===== src/rtl/wdgPkg.sv =====
package wdgPkg;
  // Strobes from control to datapath
  typedef struct packed {
    logic loadCnt;   // accept a reload of the count
    logic loadWin;   // accept a window write
    logic restore;   // last pulse cycle: return to initial values
    logic freeze;    // reset pulse in progress: hold all state
  } dpStrobe_t;
endpackage


===== src/rtl/wdgDatapath.sv =====
module wdgDatapath
  import wdgPkg::*;
#(
  parameter int CNT_W     = 7,
  parameter int PRESC_DIV = 16384
) (
  input  logic             clk,
  input  logic             rstN,
  input  dpStrobe_t        strobe,
  input  logic [CNT_W-1:0] cntLoadVal,
  input  logic [CNT_W-1:0] winLoadVal,
  output logic [CNT_W-1:0] cnt,
  output logic [CNT_W-1:0] window
);
  localparam int PRESC_W = (PRESC_DIV > 2) ? $clog2(PRESC_DIV) : 1;
  localparam logic [PRESC_W-1:0] PRESC_LAST = PRESC_W'(PRESC_DIV - 1);

  logic [PRESC_W-1:0] presc;
  logic               tick;

  assign tick = (presc == PRESC_LAST);

  always_ff @(posedge clk) begin
    if (!rstN) begin
      presc <= '0;
    end else if (strobe.restore || strobe.loadCnt) begin
      presc <= '0;
    end else if (!strobe.freeze) begin
      presc <= tick ? '0 : presc + 1'b1;
    end
  end

  always_ff @(posedge clk) begin
    if (!rstN) begin
      cnt <= '1;
    end else if (strobe.restore) begin
      cnt <= '1;
    end else if (!strobe.freeze) begin
      if (strobe.loadCnt) cnt <= cntLoadVal;
      else if (tick)      cnt <= cnt - 1'b1;
    end
  end

  always_ff @(posedge clk) begin
    if (!rstN) begin
      window <= '1;
    end else if (strobe.restore) begin
      window <= '1;
    end else if (strobe.loadWin) begin
      window <= winLoadVal;
    end
  end

  AST_CNT_HOLD: assert property (@(posedge clk) disable iff (!rstN)
    !tick && !strobe.loadCnt && !strobe.restore |=> $stable(cnt));
  AST_FROZEN: assert property (@(posedge clk) disable iff (!rstN)
    strobe.freeze && !strobe.restore |=> $stable(cnt) && $stable(window));
  AST_RESTORED: assert property (@(posedge clk) disable iff (!rstN)
    strobe.restore |=> (cnt == '1) && (window == '1));
endmodule


===== src/rtl/wdgControl.sv =====
module wdgControl
  import wdgPkg::*;
#(
  parameter int CNT_W        = 7,
  parameter int PULSE_CYCLES = 7500
) (
  input  logic             clk,
  input  logic             rstN,
  input  logic             ctrlWrEn,
  input  logic             ctrlActSet,
  input  logic             winWrEn,
  input  logic             hwEnableStrap,
  input  logic             haltExec,
  input  logic             haltResetStrap,
  input  logic [CNT_W-1:0] cnt,
  input  logic [CNT_W-1:0] window,
  output dpStrobe_t        strobe,
  output logic             pulsing
);
  localparam int PULSE_W = $clog2(PULSE_CYCLES + 1);
  localparam logic [PULSE_W-1:0] PULSE_LAST = PULSE_W'(PULSE_CYCLES - 1);

  logic               actBit;
  logic               effActive;
  logic               earlyHit;
  logic               lowHit;
  logic               haltHit;
  logic               trigger;
  logic [PULSE_W-1:0] pulseLeft;

  always_comb begin
    effActive = actBit || hwEnableStrap;
    earlyHit  = ctrlWrEn && effActive && (cnt > window);
    lowHit    = effActive && !cnt[CNT_W-1];
    haltHit   = haltExec && haltResetStrap && effActive;
    trigger   = !pulsing && (earlyHit || lowHit || haltHit);

    strobe.loadCnt = ctrlWrEn && !pulsing && !trigger;
    strobe.loadWin = winWrEn && !pulsing;
    strobe.freeze  = pulsing;
    strobe.restore = pulsing && (pulseLeft == '0);
  end

  always_ff @(posedge clk) begin
    if (!rstN) begin
      actBit    <= 1'b0;
      pulsing   <= 1'b0;
      pulseLeft <= '0;
    end else if (pulsing) begin
      if (pulseLeft == '0) begin
        pulsing <= 1'b0;
        actBit  <= 1'b0;
      end else begin
        pulseLeft <= pulseLeft - 1'b1;
      end
    end else if (trigger) begin
      pulsing   <= 1'b1;
      pulseLeft <= PULSE_LAST;
    end else if (ctrlWrEn && ctrlActSet) begin
      actBit <= 1'b1;
    end
  end

  AST_TIMEOUT_FIRES: assert property (@(posedge clk) disable iff (!rstN)
    !pulsing && effActive && !cnt[CNT_W-1] |=> pulsing);
  AST_EARLY_FIRES: assert property (@(posedge clk) disable iff (!rstN)
    !pulsing && ctrlWrEn && effActive && (cnt > window) |=> pulsing);
  AST_ARM_STICKY: assert property (@(posedge clk) disable iff (!rstN)
    $fell(actBit) |-> $past(strobe.restore));
  AST_HALT_FIRES: assert property (@(posedge clk) disable iff (!rstN)
    !pulsing && haltExec && haltResetStrap && effActive |=> pulsing);
  AST_QUIET_DISARMED: assert property (@(posedge clk) disable iff (!rstN)
    !pulsing && !actBit && !hwEnableStrap |=> !pulsing);
  AST_PULSE_HOLD: assert property (@(posedge clk) disable iff (!rstN)
    pulsing && (pulseLeft != '0) |=> pulsing);
endmodule


===== src/rtl/winWatchdog.sv =====
module winWatchdog
  import wdgPkg::*;
#(
  parameter int CNT_W        = 7,
  parameter int PRESC_DIV    = 16384,
  parameter int PULSE_CYCLES = 7500
) (
  input  logic             clk,
  input  logic             rstN,
  input  logic             ctrlWrEn,
  input  logic [CNT_W:0]   ctrlWrData,
  input  logic             winWrEn,
  input  logic [CNT_W-1:0] winWrData,
  input  logic             hwEnableStrap,
  input  logic             haltExec,
  input  logic             haltResetStrap,
  output logic             wdgRstN,
  output logic [CNT_W-1:0] cntVal
);
  dpStrobe_t        strobe;
  logic             pulsing;
  logic [CNT_W-1:0] cnt;
  logic [CNT_W-1:0] window;

  wdgControl #(.CNT_W(CNT_W), .PULSE_CYCLES(PULSE_CYCLES)) uCtl (
    .clk(clk), .rstN(rstN),
    .ctrlWrEn(ctrlWrEn), .ctrlActSet(ctrlWrData[CNT_W]),
    .winWrEn(winWrEn), .hwEnableStrap(hwEnableStrap),
    .haltExec(haltExec), .haltResetStrap(haltResetStrap),
    .cnt(cnt), .window(window),
    .strobe(strobe), .pulsing(pulsing)
  );

  wdgDatapath #(.CNT_W(CNT_W), .PRESC_DIV(PRESC_DIV)) uDp (
    .clk(clk), .rstN(rstN), .strobe(strobe),
    .cntLoadVal(ctrlWrData[CNT_W-1:0]), .winLoadVal(winWrData),
    .cnt(cnt), .window(window)
  );

  assign wdgRstN = !pulsing;
  assign cntVal  = cnt;

  AST_RESET_OUT: assert property (@(posedge clk)
    !rstN |=> wdgRstN && (cntVal == '1));
endmodule


===== config.mk =====
export PLATFORM = sky130hd
export DESIGN_NAME = winWatchdog
export DESIGN_NICKNAME = d
export VERILOG_FILES = /design/src/rtl/wdgPkg.sv /design/src/rtl/wdgDatapath.sv /design/src/rtl/wdgControl.sv /design/src/rtl/winWatchdog.sv
export SDC_FILE = /design/constraint.sdc
export NUM_CORES = 1
export LEC_CHECK = 0
export ABC_AREA = 1
export CAP_MARGIN = 20
export CORE_MARGIN = 5
export CORE_UTILIZATION = 40
export DETAILED_ROUTE_END_ITERATION = 6
export GPL_TIMING_DRIVEN = 0
export PLACE_DENSITY_LB_ADDON = 0.05
export SYNTH_ARGS = -nofsm -noshare
export SYNTH_HDL_FRONTEND = slang
export SYNTH_HIERARCHICAL = 1
export SYNTH_SLANG_ARGS = --single-unit

===== constraint.sdc =====
create_clock -name clk -period 2.4 [get_ports clk]
set_input_delay 0.24 -clock clk [delete_from_list [all_inputs] [get_ports clk]]
set_output_delay 0.24 -clock clk [all_outputs]
set_load 0.03 [all_outputs]

**Word-level counts from Yosys, hierarchy flattened**

Index checks and enable logic that the tools add are counted.

- Memories kept: 0
- Bits in read-only memories: 0
- Bits in writable memories: 0
- Bits in latches: 0
- Flip-flop bits (word level): 43
- Word-level logic and storage cells: 56

- Multiplexer cells: 13
- Div/mod/pow operators: 0
- Order comparisons: 1
- Add/sub/neg operators: 3
- Multiply operators: 0
- Equal/unequal tests: 4
- Bitwise operators: 2
- Reductions and logical operators: 27
- Shift-type cells: 0

Operator list:

| kind | number |
|---|---|
| $mux W13 | 3 |
| $add A14 B1 Y14 const B | 1 |
| $eq A14 B14 Y1 const B | 1 |
| $mux W14 | 1 |
| $mux W7 | 2 |
| $logic_not A13 Y1 | 1 |
| $sub A13 B1 Y13 const B | 1 |
| $logic_and A1 B1 Y1 | 11 |
| $gt A7 B7 Y1 | 1 |
| $mux W1 | 7 |
| $sub A7 B1 Y7 const B | 1 |
| $reduce_bool A2 Y1 | 3 |
| $logic_or A1 B1 Y1 | 4 |
| $ne A2 B2 Y1 const B | 2 |
| $reduce_and A2 Y1 | 2 |
| $reduce_or A2 Y1 | 2 |
| $logic_not A1 Y1 | 3 |
| $reduce_and A3 Y1 | 1 |
| $ne A2 B1 Y1 const B | 1 |
| $not A1 Y1 | 2 |

**Logic depth before layout (Yosys ltp)**

Gate-level depths: netlist of run 1.

- Depth in word-level cells: 10
- Gate-level depth with buffers: 16

**By module**

Netlist of run 1, hierarchy kept.

Modules (own cells, without submodules):

| module | times used | sequential area each (um^2) | cells each | area each (um^2) |
|---|---|---|---|---|
| wdgDatapath | 1 | 560.5 | 221 | 1502.7 |
| wdgControl | 1 | 300.3 | 173 | 1107.3 |
| winWatchdog | 1 | 0.0 | 1 | 3.8 |

**Worst setup path after synthesis of run 1**

OpenSTA, ideal clock, no wires.

- Kind: flip-flop to flip-flop
- Start point: register uDp.cnt[6]
- End point: register uDp.presc[1]
- Period minus slack after synthesis: 2.186 ns
- Stages on the path, launching flop included: 14
- Arrival time: 2.070 ns
- Required time: 2.285 ns
- Slack: 0.214 ns
- Buffers on the path: 1
- Cell sequence: dfxtp_1 -> ha_1 -> nand2_1 -> inv_1 -> a21oi_1 -> nand2_1 -> nand2_1 -> nand2_1 -> nor3_1 -> buf_2 -> clkinv_2 -> nand2_1 -> inv_1 -> and3_1

RTL lines:

| element | line | source |
|---|---|---|
| start: declaration | wdgDatapath.sv:12 | `output logic [CNT_W-1:0] cnt,` |
| start signal: assignment | wdgDatapath.sv:39 | `if (strobe.loadCnt) cnt <= cntLoadVal;` |
| start signal: assignment | wdgDatapath.sv:40 | `else if (tick) cnt <= cnt - 1'b1;` |
| end signal: assignment | wdgDatapath.sv:29 | `presc <= tick ? '0 : presc + 1'b1;` |
| end: declaration | wdgDatapath.sv:18 | `logic [PRESC_W-1:0] presc;` |

==> results of run 1 <==
## synthesized netlist by cell type
| library cell | count |
|---|---|
| xnor2_1 | 5 |
| o211ai_1 | 1 |
| ha_1 | 10 |
| nand2_2 | 5 |
| and3_1 | 1 |
| dfxtp_1 | 43 |
| nor3b_2 | 1 |
| buf_8 | 1 |
| o21bai_1 | 1 |
| inv_2 | 3 |
| or2_1 | 1 |
| clkbuf_1 | 1 |
| nor2_1 | 44 |
| inv_1 | 51 |
| nor2_2 | 3 |
| nand2_4 | 6 |
| nor2_4 | 6 |
| buf_4 | 2 |
| clkinv_2 | 2 |
| nand3b_1 | 4 |
| buf_1 | 1 |
| nor3_1 | 4 |
| or2_2 | 3 |
| xor2_1 | 4 |
| nand3_1 | 52 |
| a21oi_1 | 18 |
| o21ai_0 | 6 |
| clkinv_1 | 2 |
| o21ai_1 | 1 |
| buf_2 | 1 |
| nand4_1 | 3 |
| nand3_4 | 1 |
| nand2_1 | 108 |
## power groups by stage
stage	Sequential (mW)	Combinational, mW	Clock [mW]
finish	1.13	1.89	0.593
CTS	1.13	1.89	0.613
detailed placement	1.14	1.88	0
global placement	1.14	1.85	0
global route	1.17	2.16	0.651
floorplan	1.17	1.35	0
## worst min-delay path by stage
stage	startpoint	endpoint	slack [ps]	cells after the start
3_5_place_dp	uDp/window[5]	uDp/window[5]	470	2
6_report	uDp/window[5]	uDp/window[5]	480	2
3_3_place_gp	uDp/window[1]	uDp/window[1]	460	2
2_1_floorplan	rstN	uCtl/pulseLeft[6]	340	2
4_1_cts	uDp/window[5]	uDp/window[5]	490	2
5_1_grt	winWrData[6]	uDp/window[6]	510	3
## stage by stage
step / cells / utilization (%) / hold slack [ps] / power [mW]
6_report: 510 / 49.4 / 484 / 3.62
3_5_place_dp: 501 / 47.3 / 470 / 3.02
5_1_grt: 510 / 49.4 / 510 / 3.98
2_1_floorplan: 395 / - / 338 / 2.52
3_3_place_gp: 501 / 47.3 / 459 / 2.99
4_1_cts: 509 / 49.2 / 492 / 3.64
## critical path: stages (launching register included)
cell and delay, ps:
dfxtp_1 420, inv_1 90, ha_1 270, inv_1 40
nor2_1 130, a21oi_1 80, nand2_1 60, nand2_1 70
nor3_1 150, buf_4 160, clkinv_2 110, nand2_2 140
inv_1 120, nand2_4 130, nor3_1 60
## flip-flops by register name, indices dropped and copies added (netlist names)
name	cells
uDp/presc	14
uCtl/actBit	1
uDp/cnt	7
uCtl/pulseLeft	13
uCtl/pulsing	1
uDp/window	7
## what timing repair did
action,4_1_cts,5_1_grt
pin swaps,0,1
buffers inserted,0,1
endpoints found under the setup margin,8,17
resized for setup,4,3
## routing by layer
layer	part of all wire, %	GRT usage, %
met1	52	20.6
met2	45	23.3
met3	2.4	2.42
met4	0.87	4.28
met5	0	0
## final cells by class
class                   instances  share of cell area, %
multi-input cells             288                   47.6
flip-flops and latches         43                   27.6
repair buffers                 30                   9.50
inverters                      58                   7.02
well taps                      77                   3.07
clock buffers                   6                   2.63
plain buffers                   6                   1.44
clock inverters                 2                   1.12
## logic make-up after synthesis
group / count (synthesis) / synth area share [%]
AO/OA/AOI/OAI: 27 / 5.36
XOR/XNOR: 9 / 3.02
adder cells (fa/ha/maj): 10 / 4.79
buffers and inverters: 64 / 10.1
flip-flops: 43 / 32.9
AND/OR/NAND/NOR: 242 / 43.8
==> key figures, run 1 <==
Outcome
  – Run status: finished clean

Global route
  – Vias in the first global route: between 2000 and 2500
  – Global-route wire length before repair: 10.3 mm
  – Global-route usage over all layers: between 10% and 20%
  – Aggregate global routing overflow: 0
  – Largest net degree at the start of global routing: 14
  – Initial antenna violation count: 0

Die
  – Total core area: 0.00635 mm^2
  – DIE WIDTH: roughly 91 um
  – Number of top-level pins: 30
  – Rows: 29
  – Starting density of the core: 41.2%
  – Die Span Y: 90.8 um
  – Die ar.: 0.00825 mm^2

Placement
  – Dpl cell area: about 0.003 mm^2
  – Placer congestion estimate: between 0.8 and 0.9
  – Post-DP HPWL: 4.42 mm
  – IO Port Bufs: 29
  – DP Worst Slack: -38.6 ps

Pwr
  – Net Switching: 1.63 mW
  – Sequential fraction of design power: between 30% and 40%
  – Fraction of power spent switching nets: between 40 and 50%
  – Portion of total power attributed to the clock network: 16.4%
  – VDD IR-drop max: 0.000564 V
  – Comb power frac: roughly 52%
  – Total power per unit cell area: 1150 mW/mm^2
  – Internal Pwr Total: 1.99 mW
  – Leakage: 1.56 nW

Final layout
  – Footprint of the flip-flops and latches: 866 um^2
  – Area of the multi-input gates: 0.00149 mm^2
  – Most used cells in the layout excluding fill and tap cells: 107 x nand2_1, 52 x nand3_1, 51 x inv_1, 44 x nor2_1, 39 x dfxtp_1
  – Number of nets in the layout: 464
  – Synth-to-Final Area Change: 20.0%
  – Most common library cell in the layout ignoring fill and taps: nand2_1
  – Finished layout cell area: 0.00314 mm^2
  – Share of post-route cells with drive strength above 1: between 10% and 20%
  – Number of inserted diodes: 0
  – Fillcell total: 678

Timing
  – Worst slew pin tran: 523 ps
  – Final count of pins violating max slew: 0
  – Period utilization: 88.6%
  – Setup TNS Final: 0 ps
  – Fin. Hold Viols: 0
  – Worst clock skew: 7.16 ps
  – Achievable Freq: 0.470 GHz
  – Endpoints failing setup: 0
  – Time the worst path needs with I/O delays and setup: 2130 ps
  – Final worst slack: 274 ps
  – Worst relative slew slack: roughly two thirds

Yosys
  – Unique masters post-synth: 33
  – Cells after synthesis: 395
  – Area share of the largest cell type after synthesis: 32.9%
  – Leading post-synthesis cells by cell area: dfxtp_1 33%, nand2_1 16%, nand3_1 10%, inv_1 7.3%, nor2_1 6.3%
  – Share of the yosys chip area belonging to registers: 32.9%
  – Post-synth net total: 427
  – Area of the mapped netlist: 0.00261 mm^2
  – Biggest area consumer among synthesized cells: dfxtp_1
  – Average footprint of a synthesized cell: 6.62 um^2
  – Number of synthesized register bits: 43
  – Warning count from the yosys run: 6

Detailed routing
  – Count of unresolved DRC violations after routing: 0
  – Vias after detailed routing: 2393
  – First-pass detailed-route iteration total: 5
  – Iter 0 DRT Violations: 87
  – Detail Route Antenna Nets: 0
  – Post-detailed-routing wire length: 5.87 mm
  – Mean routed wirelength per cell: 11.5 um
  – Vias per inst: ~4.7

Clock tree
  – Root buf cell: clkbuf_8
  – Clk pin slew, worst setup/hold paths: ~80 ps
  – Number of clock sinks: 43
  – CTS buffer count: 5
  – TritonCTS clock tree: yes
  – CTS Hold Bufs: 0
  – Largest buffer count on any clock path: 2
  – CTS H-tree lvls: 2
  – Worst-Skew Late Latency: 290 ps

Worst setup path
  – Depth of the most critical reg-to-reg path: 14
  – Endpoint arrival time on the critical path: 2300 ps
  – Critical Path End: uDp/presc[3]
  – Reg2Reg Capture Point: uDp/presc[3]
  – Internal reg-to-reg setup slack: 270 ps
  – Crit start category: register
  – Largest fanout on the critical path: 8
  – Required arrival time at the worst endpoint: 2580 ps
  – Element type at the critical path end: register
  – Worst R2R Start: uDp/cnt[0]
  – Crit path from: uDp/cnt[0]
  – CP Class: reg -> reg

Hold path
  – Worst min path class: reg -> reg

Flow run
  – Max Cap Violations: 0
No activity file was read; power rests on OpenSTA's default activity.
==> inputs of run 2 (changes only) <==
Settings changed: ABC_AREA 1 to unset, CTS_CLUSTER_SIZE set to 40.
Clock period 2.4 ns to 2.62 ns, I/O delays scaled along.
==> key figures, run 2 <==
Outcome
  – Run status: finished clean

Global route
  – Global-route wire length before repair: 8.98 mm
  – Initial antenna violation count: 0
  – Global-route usage over all layers: 14.7%
  – Largest net degree at the start of global routing: 14
  – Vias in the first global route: 1876
  – Aggregate global routing overflow: 0

Hold path
  – Cell depth of the worst hold path: 2
  – Worst min path class: reg -> reg

Yosys
  – Unique masters post-synth: 59
  – Area share of the largest cell type after synthesis: 35.9%
  – Most frequent cells after synthesis: 43 x dfxtp_1, 28 x nand2_1, 27 x nor2_1
  – Biggest area consumer among synthesized cells: dfxtp_1
  – Post-synth net total: 303
  – Cells after synthesis: about 270
  – Most common flop cell mapped by yosys: dfxtp_1
  – FFs w/ async S/R, synth: 0%
  – Leading post-synthesis cells by cell area: dfxtp_1 36%, mux2i_1 5.8%, ha_1 5.2%, nand2_1 4.4%, nor2_1 4.2%
  – Average footprint of a synthesized cell: 8.86 um^2
  – Area of the mapped netlist: 0.00240 mm^2
  – Number of synthesized register bits: 43
  – Warning count from the yosys run: 6
  – Share of the yosys chip area belonging to registers: 35.9%
  – Most frequently used cell type in the post-synthesis netlist: dfxtp_1
  – Count of flip-flops with a built-in enable after synthesis: 0

Timing
  – Final count of pins violating max slew: 0
  – Achievable Freq: 0.420 GHz
  – Worst clock skew: 5.84 ps
  – RSZ-0062 raised after global routing: false
  – Period utilization: 91.0%
  – Time the worst path needs with I/O delays and setup: 2380 ps
  – Worst slew pin tran: 509 ps
  – Fin. Hold Viols: 0
  – Worst relative slew slack: 66.0%
  – Endpoints failing setup: 0
  – Final worst slack: 237 ps

Die
  – Starting density of the core: between 40% and 50%
  – DIE WIDTH: 87.5 um
  – Total core area: slightly below 0.006 mm^2
  – Rows: 28
  – Die ar.: 0.00765 mm^2
  – Number of top-level pins: 30
  – Die Span Y: 87.5 um

Worst setup path
  – Largest fanout on the critical path: 10
  – CP Class: reg -> reg
  – Endpoint arrival time on the critical path: between 2000 and 3000 ps
  – Element type at the critical path end: register
  – Required arrival time at the worst endpoint: 2790 ps
  – Crit start category: register
  – Depth of the most critical reg-to-reg path: 12

Clock tree
  – Number of clock sinks: 43
  – TritonCTS clock tree: yes
  – Number of buffers added for setup after CTS: 0
  – Worst-Skew Late Latency: just under 300 ps
  – CTS Hold Bufs: 0
  – CTS buffer count: 5
  – Clk pin slew, worst setup/hold paths: 80 ps
  – CTS H-tree lvls: 2
  – Root buf cell: clkbuf_8
  – Largest buffer count on any clock path: 2

Final layout
  – Number of flip-flops under the largest register name: 14
  – Synth-to-Final Area Change: 19.6%
  – Most common library cell in the layout ignoring fill and taps: dfxtp_1
  – Utilization after layout: approximately 49%
  – Number of inserted diodes: 0
  – Register ranked first by flip-flop count: uDp/presc
  – Share of post-route cells with drive strength above 1: 12.1%
  – Most used cells in the layout excluding fill and tap cells: 41 x dfxtp_1, 29 x clkdlybuf4s50_1, 28 x nand2_1, 27 x nor2_1, 14 x mux2i_1
  – Finished layout cell area: 0.00287 mm^2
  – Number of nets in the layout: 338
  – Biggest regs: uDp/presc x14, uCtl/pulseLeft x13

Detailed routing
  – Iter 0 DRT Violations: 50
  – Vias after detailed routing: 1968
  – Vias per inst: between 5 and 6
  – Detail Route Antenna Nets: 0
  – Uppermost signal routing layer after detailed routing: met4
  – First-pass detailed-route iteration total: 4
  – Detailed-routing wirelength on met1: ~2.7 mm
  – Routed length on met3: between 100 and 150 um
  – Post-detailed-routing wire length: 5.16 mm
  – Mean routed wirelength per cell: ~14 um
  – Count of unresolved DRC violations after routing: 0
  – Met2 wire length: 2.31 mm

Pwr
  – Total power per unit cell area: 848 mW/mm^2
  – Leakage: 1.22 nW
  – Power Total: about 2.4 mW
  – VDD IR-drop max: ~0.00047 V

Flow run
  – Max Cap Violations: 0

Placement
  – DP Worst Slack: -21.6 ps
  – Placer congestion estimate: around 0.75
  – Dpl cell area: roughly 0.0028 mm^2
  – Post-DP HPWL: between 3 and 4 mm
  – IO Port Bufs: 29
==> run 2: changes by cell type in the layout (fill, tap and decap cells not counted), sizes merged, moves of 7 or more <==
cell / before / now
inv: 54 / 13
nand3: 53 / 10
mux2i: 0 / 14
nor3: 4 / 11
a21oi: 18 / 8
nor2: 53 / 27
nand2: 119 / 28
==> run 2: final cells by class <==
cell class | instances | area, um^2
Buffer | 12 | 70.1
Clock inverter | 3 | 15.0
Fill cell | 601 | 3010
Clock buffer | 5 | 68.8
Multi-Input combinational cell | 202 | 1420
Sequential cell | 43 | 863
Inverter | 13 | 48.8
Timing Repair Buffer | 29 | 290
Tap cell | 75 | 93.8
==> run 2: kinds of logic (layout without fill, tap and decap cells) <==
| group | count (synthesis) | after routing | share of synthesized area (%) |
|---|---|---|---|
| compound gates | 44 | 44 | 14.0 |
| xor+xnor | 17 | 17 | 6.20 |
| fa+ha+maj | 10 | 10 | 5.21 |
| buf+inv | 26 | 62 | 5.05 |
| flops | 43 | 43 | 35.9 |
| mux | 14 | 14 | 5.84 |
| simple gates | 117 | 117 | 27.9 |
==> run 2: worst paths after layout <==
| check | to | startpoint | slack (ps) |
|---|---|---|---|
| worst min-delay path | uDp/window[4] | uDp/window[4] | 480 |
| worst max-delay path | uDp/cnt[1] | uDp/window[6] | 240 |
| worst max register to register | uDp/cnt[1] | uDp/window[6] | 240 |
| worst min register to register | uDp/window[4] | uDp/window[4] | 480 |
==> run 2: critical path, cell delays in order, from the launching register on <==
cell and delay [ps]:
dfxtp_1 330, inv_1 60, ha_1 310, nand4_1 130, o221ai_1 190, o21bai_1 170
and4b_1 240, buf_2 210, nand2b_1 110, o41ai_4 90, buf_6 200, mux2i_1 180
nand2_1 60
==> run 2: stage by stage <==
stage | instances | TNS (ps) | hold WS, ps
3_5_place_dp | 375 | -21.6 | 458
6_report | 382 | 0 | 481
2_1_floorplan | 271 | 0 | 390
3_3_place_gp | 375 | -32.6 | 455
5_1_grt | 382 | 0 | 510
4_1_cts | 383 | 0 | 482
==> run 2: power breakdown <==
part	internal (mW)	total [mW]	switching, mW	leakage, nW
clock	0.183	0.414	0.231	0.0477
sequential	0.781	0.941	0.160	0.351
combinational	0.508	1.08	0.572	0.823
==> run 2: timing repair <==
action / 4_1_cts / 5_1_grt
gates cloned: 0 / 0
resized for setup: 1 / 3
setup endpoints to repair: 5 / 12
==> run 2: per-layer routing <==
layer	GRT usage, %	up-vias
met4	4.60	0
li1	-	1029
met3	2.93	5
met1	21.1	911
met2	22.1	23
met5	0	-
==> inputs of run 3 (changes only) <==
Settings changed: CTS_CLUSTER_SIZE 40 to 14.
==> results of run 3 <==
Same layout as run 2: the final DEF is identical, and so are final timing and power.
